`src/rtl/ras_pkg.sv`:
```
package ras_pkg;
  typedef enum logic [1:0] {
    CMD_HOLD  = 2'd0,
    CMD_PUSH  = 2'd1,
    CMD_POP   = 2'd2,
    CMD_CLEAR = 2'd3
  } ras_cmd_e;
endpackage

```
`src/rtl/ras_depth_ctrl.sv`:
```
// Depth counter with saturating push, floor-clamped pop, and registered flags.
module ras_depth_ctrl #(
  parameter int DEPTH = 9,
  localparam int PW = $clog2(DEPTH + 1),
  localparam int AW = (DEPTH > 1) ? $clog2(DEPTH) : 1
) (
  input  logic              clk,
  input  logic              rst,
  input  ras_pkg::ras_cmd_e cmd,
  output logic              wr_en,
  output logic [AW-1:0]     wr_addr,
  output logic [AW-1:0]     rd_addr,
  output logic              full_n,
  output logic              empty
);
  logic [PW-1:0] depth_q, depth_d;
  logic          at_max, at_zero;

  assign at_max  = (depth_q == PW'(DEPTH));
  assign at_zero = (depth_q == '0);

  always_comb begin
    depth_d = depth_q;
    wr_en   = 1'b0;
    // overflow rewrites the last slot instead of moving the pointer
    wr_addr = at_max ? AW'(DEPTH - 1) : AW'(depth_q);
    if (rst || cmd == ras_pkg::CMD_CLEAR) begin
      depth_d = '0;
    end else begin
      unique case (cmd)
        ras_pkg::CMD_PUSH: begin
          wr_en = 1'b1;
          if (!at_max) depth_d = depth_q + PW'(1);
        end
        ras_pkg::CMD_POP: begin
          if (!at_zero) depth_d = depth_q - PW'(1);
        end
        default: depth_d = depth_q;
      endcase
    end
  end

  assign rd_addr = at_zero ? '0 : AW'(depth_q - PW'(1));

  always_ff @(posedge clk) begin
    depth_q <= depth_d;
    full_n  <= (depth_d != PW'(DEPTH));
    empty   <= (depth_d == '0);
  end
endmodule

```
`src/rtl/ras_store.sv`:
```
// Word storage: one synchronous write port, one asynchronous read port.
module ras_store #(
  parameter int WIDTH = 12,
  parameter int DEPTH = 9,
  localparam int AW = (DEPTH > 1) ? $clog2(DEPTH) : 1
) (
  input  logic             clk,
  input  logic             wr_en,
  input  logic [AW-1:0]    wr_addr,
  input  logic [WIDTH-1:0] wr_data,
  input  logic [AW-1:0]    rd_addr,
  output logic [WIDTH-1:0] rd_data
);
  logic [WIDTH-1:0] mem [DEPTH];

  always_ff @(posedge clk) begin
    if (wr_en) mem[wr_addr] <= wr_data;
  end

  assign rd_data = mem[rd_addr];
endmodule

```
`src/rtl/ras_stack.sv`:
```
module ras_stack #(
  parameter int WIDTH = 12,
  parameter int DEPTH = 9,
  localparam int AW = (DEPTH > 1) ? $clog2(DEPTH) : 1
) (
  input  logic             clk,
  input  logic             rst,
  input  logic [1:0]       cmd,
  input  logic [WIDTH-1:0] push_data,
  output logic [WIDTH-1:0] tos,
  output logic             full_n,
  output logic             empty
);
  logic          wr_en;
  logic [AW-1:0] wr_addr, rd_addr;

  ras_depth_ctrl #(.DEPTH(DEPTH)) u_ctrl (
    .clk     (clk),
    .rst     (rst),
    .cmd     (ras_pkg::ras_cmd_e'(cmd)),
    .wr_en   (wr_en),
    .wr_addr (wr_addr),
    .rd_addr (rd_addr),
    .full_n  (full_n),
    .empty   (empty)
  );

  ras_store #(.WIDTH(WIDTH), .DEPTH(DEPTH)) u_store (
    .clk     (clk),
    .wr_en   (wr_en),
    .wr_addr (wr_addr),
    .wr_data (push_data),
    .rd_addr (rd_addr),
    .rd_data (tos)
  );
endmodule

```
`config.mk`:
```
export PLATFORM = sky130hd
export DESIGN_NAME = ras_stack
export DESIGN_NICKNAME = d
export VERILOG_FILES = /design/src/rtl/ras_pkg.sv /design/src/rtl/ras_depth_ctrl.sv /design/src/rtl/ras_store.sv /design/src/rtl/ras_stack.sv
export SDC_FILE = /design/constraint.sdc
export NUM_CORES = 1
export LEC_CHECK = 0
export BUFFER_PORTS_ARGS = -buffer_cell sky130_fd_sc_hd__buf_4
export CORE_MARGIN = 2
export CORE_UTILIZATION = 60
export CTS_CLUSTER_DIAMETER = 40
export DETAILED_ROUTE_END_ITERATION = 6
export GPL_TIMING_DRIVEN = 0
export MAX_ROUTING_LAYER = met4
export PLACE_DENSITY = 0.79
export SYNTH_ARGS = -nofsm -noshare
export SYNTH_HDL_FRONTEND = slang
export SYNTH_SLANG_ARGS = --single-unit
```
`constraint.sdc`:
```
create_clock -name clk -period 5.4 [get_ports clk]
set_input_delay 1.08 -clock clk [delete_from_list [all_inputs] [get_ports clk]]
set_output_delay 1.08 -clock clk [all_outputs]
set_load 0.1 [all_outputs]
```
==> run_results.csv <==
group,metric,value,unit
sta,max_slew_margin_vs_limit,17.5,%
hold_path,min-delay-path-class,"register to register",
global_route,grt_pass1_vias,2746,
global_route,grt_pass1_wl,15500,um
global_route,grtUsageTotal,27.2,%
setup_path,setup_crit_start_kind,"register",
logic_synthesis,ys_ff_latch,114,
power,power.leakage,0.00201,uW
routing,drc_errors,0,
routing,route.detailed.wl_per_inst,23.9,um
power,power.switching_fraction,29.6,%
power,switchingPower,717,uW
status,run_status,"complete, no violations",
sta,setup_total_negative_slack,0,ns
routing,drt_iter0_markers,237,
clock_network,insertion_delay,0.52,ns
floorplanning,die-height,92.4,um
setup_path,critical_path.endpoint_type,"output port",
clock_network,postCtsResizedCells,0,
global_route,antenna_found_initial,0,
clock_network,clkSinkCount,114,
logic_synthesis,syn-num-nets,286,
finish,post_route_cells_drive_above_1_share,29.4,%
place,place.port_buffers,29,
setup_path,crit_fanout,10,
finish,antennaDiodeCount,0,
routing,finalWirelength,10300,um
logic_synthesis,netlist-cell-type-count,39,
routing,via_per_inst,6.16,
floorplanning,die-width,92.4,um
clock_network,hold_buffers,0,
finish,layout.cells.most_common_list,"edfxtp_1 (108), nand2_1 (32), buf_4 (31), mux4_2 (16), clkbuf_16 (16)",
job,maxCapViolCount,0,
floorplanning,top_level_ports,30,
routing,drtAntennaViolNets,0,
power,power_report.internal_total,1710,uW
sta,worst_slew_pin_slew,1.23,ns
sta,final.period_utilization,95.0,%
setup_path,setup.reg_to_reg.worst_slack,2.52,ns
power,comb_power_share,17.5,%
floorplanning,initial_core_util,61.3,%
hold_path,min_path_cells,2,
clock_network,path_clk_slew,0.06,ns
routing,drt_first_pass_iters,5,
clock_network,root_buffer,"clkbuf_8",
floorplanning,rows,32,
power,power.clock.fraction,42.2,%
sta,hold_viol,0,
global_route,pin_count_of_the_biggest_net_entering_global_routing,17,
power,power_density,428,mW/mm^2
floorplanning,floorplan.core_area,0.00765,sq mm
sta,grt_setup_unrepaired,"no",
place,hpwl,5670,um
setup_path,critPathRequiredTime,4.32,ns
logic_synthesis,syn_area_per_cell,18.0,sq um
logic_synthesis,postSynth.topFlopCell,"edfxtp_1",
logic_synthesis,synth_edf_count,108,
logic_synthesis,synth_async_sr_flop_share,0,%
sta,fin_skew,0.00584,ns
setup_path,cp_data_arrival_time,4.05,ns
power,seq_power_share,40.4,%
setup_path,path_depth_of_the_worst_reg2reg_path,7,
routing,route.vias.total,2644,
finish,area_growth_syn_to_layout,20.7,%
clock_network,cts_tree,"built",
power,ir_worst_vdd,0.284,mV
logic_synthesis,ys_warn_count,0,
clock_network,post_cts_buffers,0,
place,gp_routability_congestion,0.838,
logic_synthesis,syn_inst,260,
clock_network,cts_buffers,17,
setup_path,criticalPathCategory,"register to output port",
sta,timing.final.crit_period,5.13,ns
sta,slew_violations,0,
sta,timing.final.setup_violations,0,
finish,nets,340,
floorplanning,die-area,0.00854,sq mm
finish,layout.cells.most_common,"edfxtp_1",
logic_synthesis,mappedNetlistArea,0.00469,sq mm
clock_network,clock_tree.buffer_depth,2,
global_route,grt_overflow,0,
logic_synthesis,synth.yosys.seq_area_share,71.7,%
sta,maximum_clock_frequency,195,MHz
sta,finalHoldWorstSlack,0.695,ns
clock_network,cts.htree.levels,4,
==> kinds of logic (layout without fill, tap and decap cells) <==
group,after synthesis,in the layout,synth area share (%)
multiplexers,27,27,12.8
AND/OR/NAND/NOR,61,61,6.38
adder cells (fa/ha/maj),10,10,2.67
AO/OA/AOI/OAI,26,26,4.08
XOR/XNOR,1,1,0.187
buffers and inverters,21,88,2.13
flip-flops,114,114,71.7
==> power by group through the flow <==
stage / Clock, uW / Combinational (uW) / Sequential (uW)
5_1_grt: 1060 / 441 / 979
3_5_place_dp: 0 / 419 / 996
6_report: 1020 / 423 / 978
4_1_cts: 1030 / 424 / 978
3_3_place_gp: 0 / 411 / 996
2_1_floorplan: 0 / 310 / 1000
==> through the flow <==
stage	utilization [%]	setup WS (ns)	power [uW]	area, sq um	instances
after floorplan	-	1.16	1320	4690	260
after global placement	65.8	-0.725	1410	5030	391
after detailed placement	66.8	0.882	1410	5110	397
after CTS	74.0	0.206	2430	5660	429
after global routing	74.0	0.000410	2480	5660	429
final	74.0	0.271	2420	5660	429
==> per-layer routing <==
| layer | share of wire (%) | vias to the layer above | GRT usage (%) |
|---|---|---|---|
| met4 | 3.4 | 0 | 13.1 |
| met5 | 0 | - | - |
| met2 | 51 | 150 | 43.9 |
| li1 | - | 1158 | - |
| met1 | 38 | 1312 | 31.1 |
| met3 | 7.3 | 24 | 8.46 |
==> sequential cells by signal (all words and copies together), names as in the netlist <==
register        flops
u_ctrl.empty        1
u_ctrl.full_n       1
u_store.mem       108
u_ctrl.depth_q      4
==> final timing paths <==
path | end | startpoint
max | tos[9] | u_ctrl.depth_q[1]$_DFF_P_
min | u_store.mem[8][0]$_DFFE_PP_ | u_ctrl.depth_q[3]$_DFF_P_
max reg2reg | u_store.mem[5][4]$_DFFE_PP_ | u_ctrl.depth_q[1]$_DFF_P_
min reg2reg | u_store.mem[8][0]$_DFFE_PP_ | u_ctrl.depth_q[3]$_DFF_P_
==> worst max-delay path, stage by stage (launching register included) <==
cell and delay [ns]:
dfxtp_1 0.37, buf_2 0.26, inv_1 0.14, ha_1 0.28, or3b_4 0.27, ha_1 0.12
buf_2 0.23, buf_1 0.64, mux4_1 0.72, a22oi_1 0.19, nand2_1 0.07, buf_4 0.23
==> area by class of cell <==
| type | count | area [sq um] |
|---|---|---|
| Buffer | 13 | 70.1 |
| Clock buffer | 17 | 414 |
| Clock inverter | 15 | 135 |
| Fill cell | 418 | 1990 |
| Inverter | 8 | 30.0 |
| Multi-Input combinational cell | 125 | 1250 |
| Sequential cell | 114 | 3360 |
| Tap cell | 102 | 128 |
| Timing Repair Buffer | 35 | 272 |
==> synth_stat cells (2+ instances only) <==
| library cell | count | area share [%] |
|---|---|---|
| nand2b_1 | 3 | 0.40 |
| mux4_1 | 8 | 4.5 |
| a21oi_1 | 2 | 0.21 |
| o21ai_0 | 3 | 0.32 |
| nand2_1 | 32 | 2.6 |
| inv_1 | 8 | 0.64 |
| mux4_2 | 16 | 7.7 |
| and3_1 | 3 | 0.40 |
| a22oi_1 | 12 | 1.9 |
| nor3_1 | 4 | 0.43 |
| nand3b_1 | 2 | 0.32 |
| nor2b_1 | 2 | 0.27 |
| a2111oi_0 | 2 | 0.37 |
| nand3_1 | 2 | 0.21 |
| nor4_1 | 2 | 0.27 |
| clkbuf_1 | 5 | 0.40 |
| buf_2 | 5 | 0.53 |
| dfxtp_1 | 6 | 2.6 |
| nor2_1 | 4 | 0.32 |
| mux2i_1 | 2 | 0.43 |
| edfxtp_1 | 108 | 69 |
| and2_1 | 2 | 0.27 |
| buf_6 | 2 | 0.48 |
| ha_1 | 10 | 2.7 |
Power figures use the tool's default switching activity.
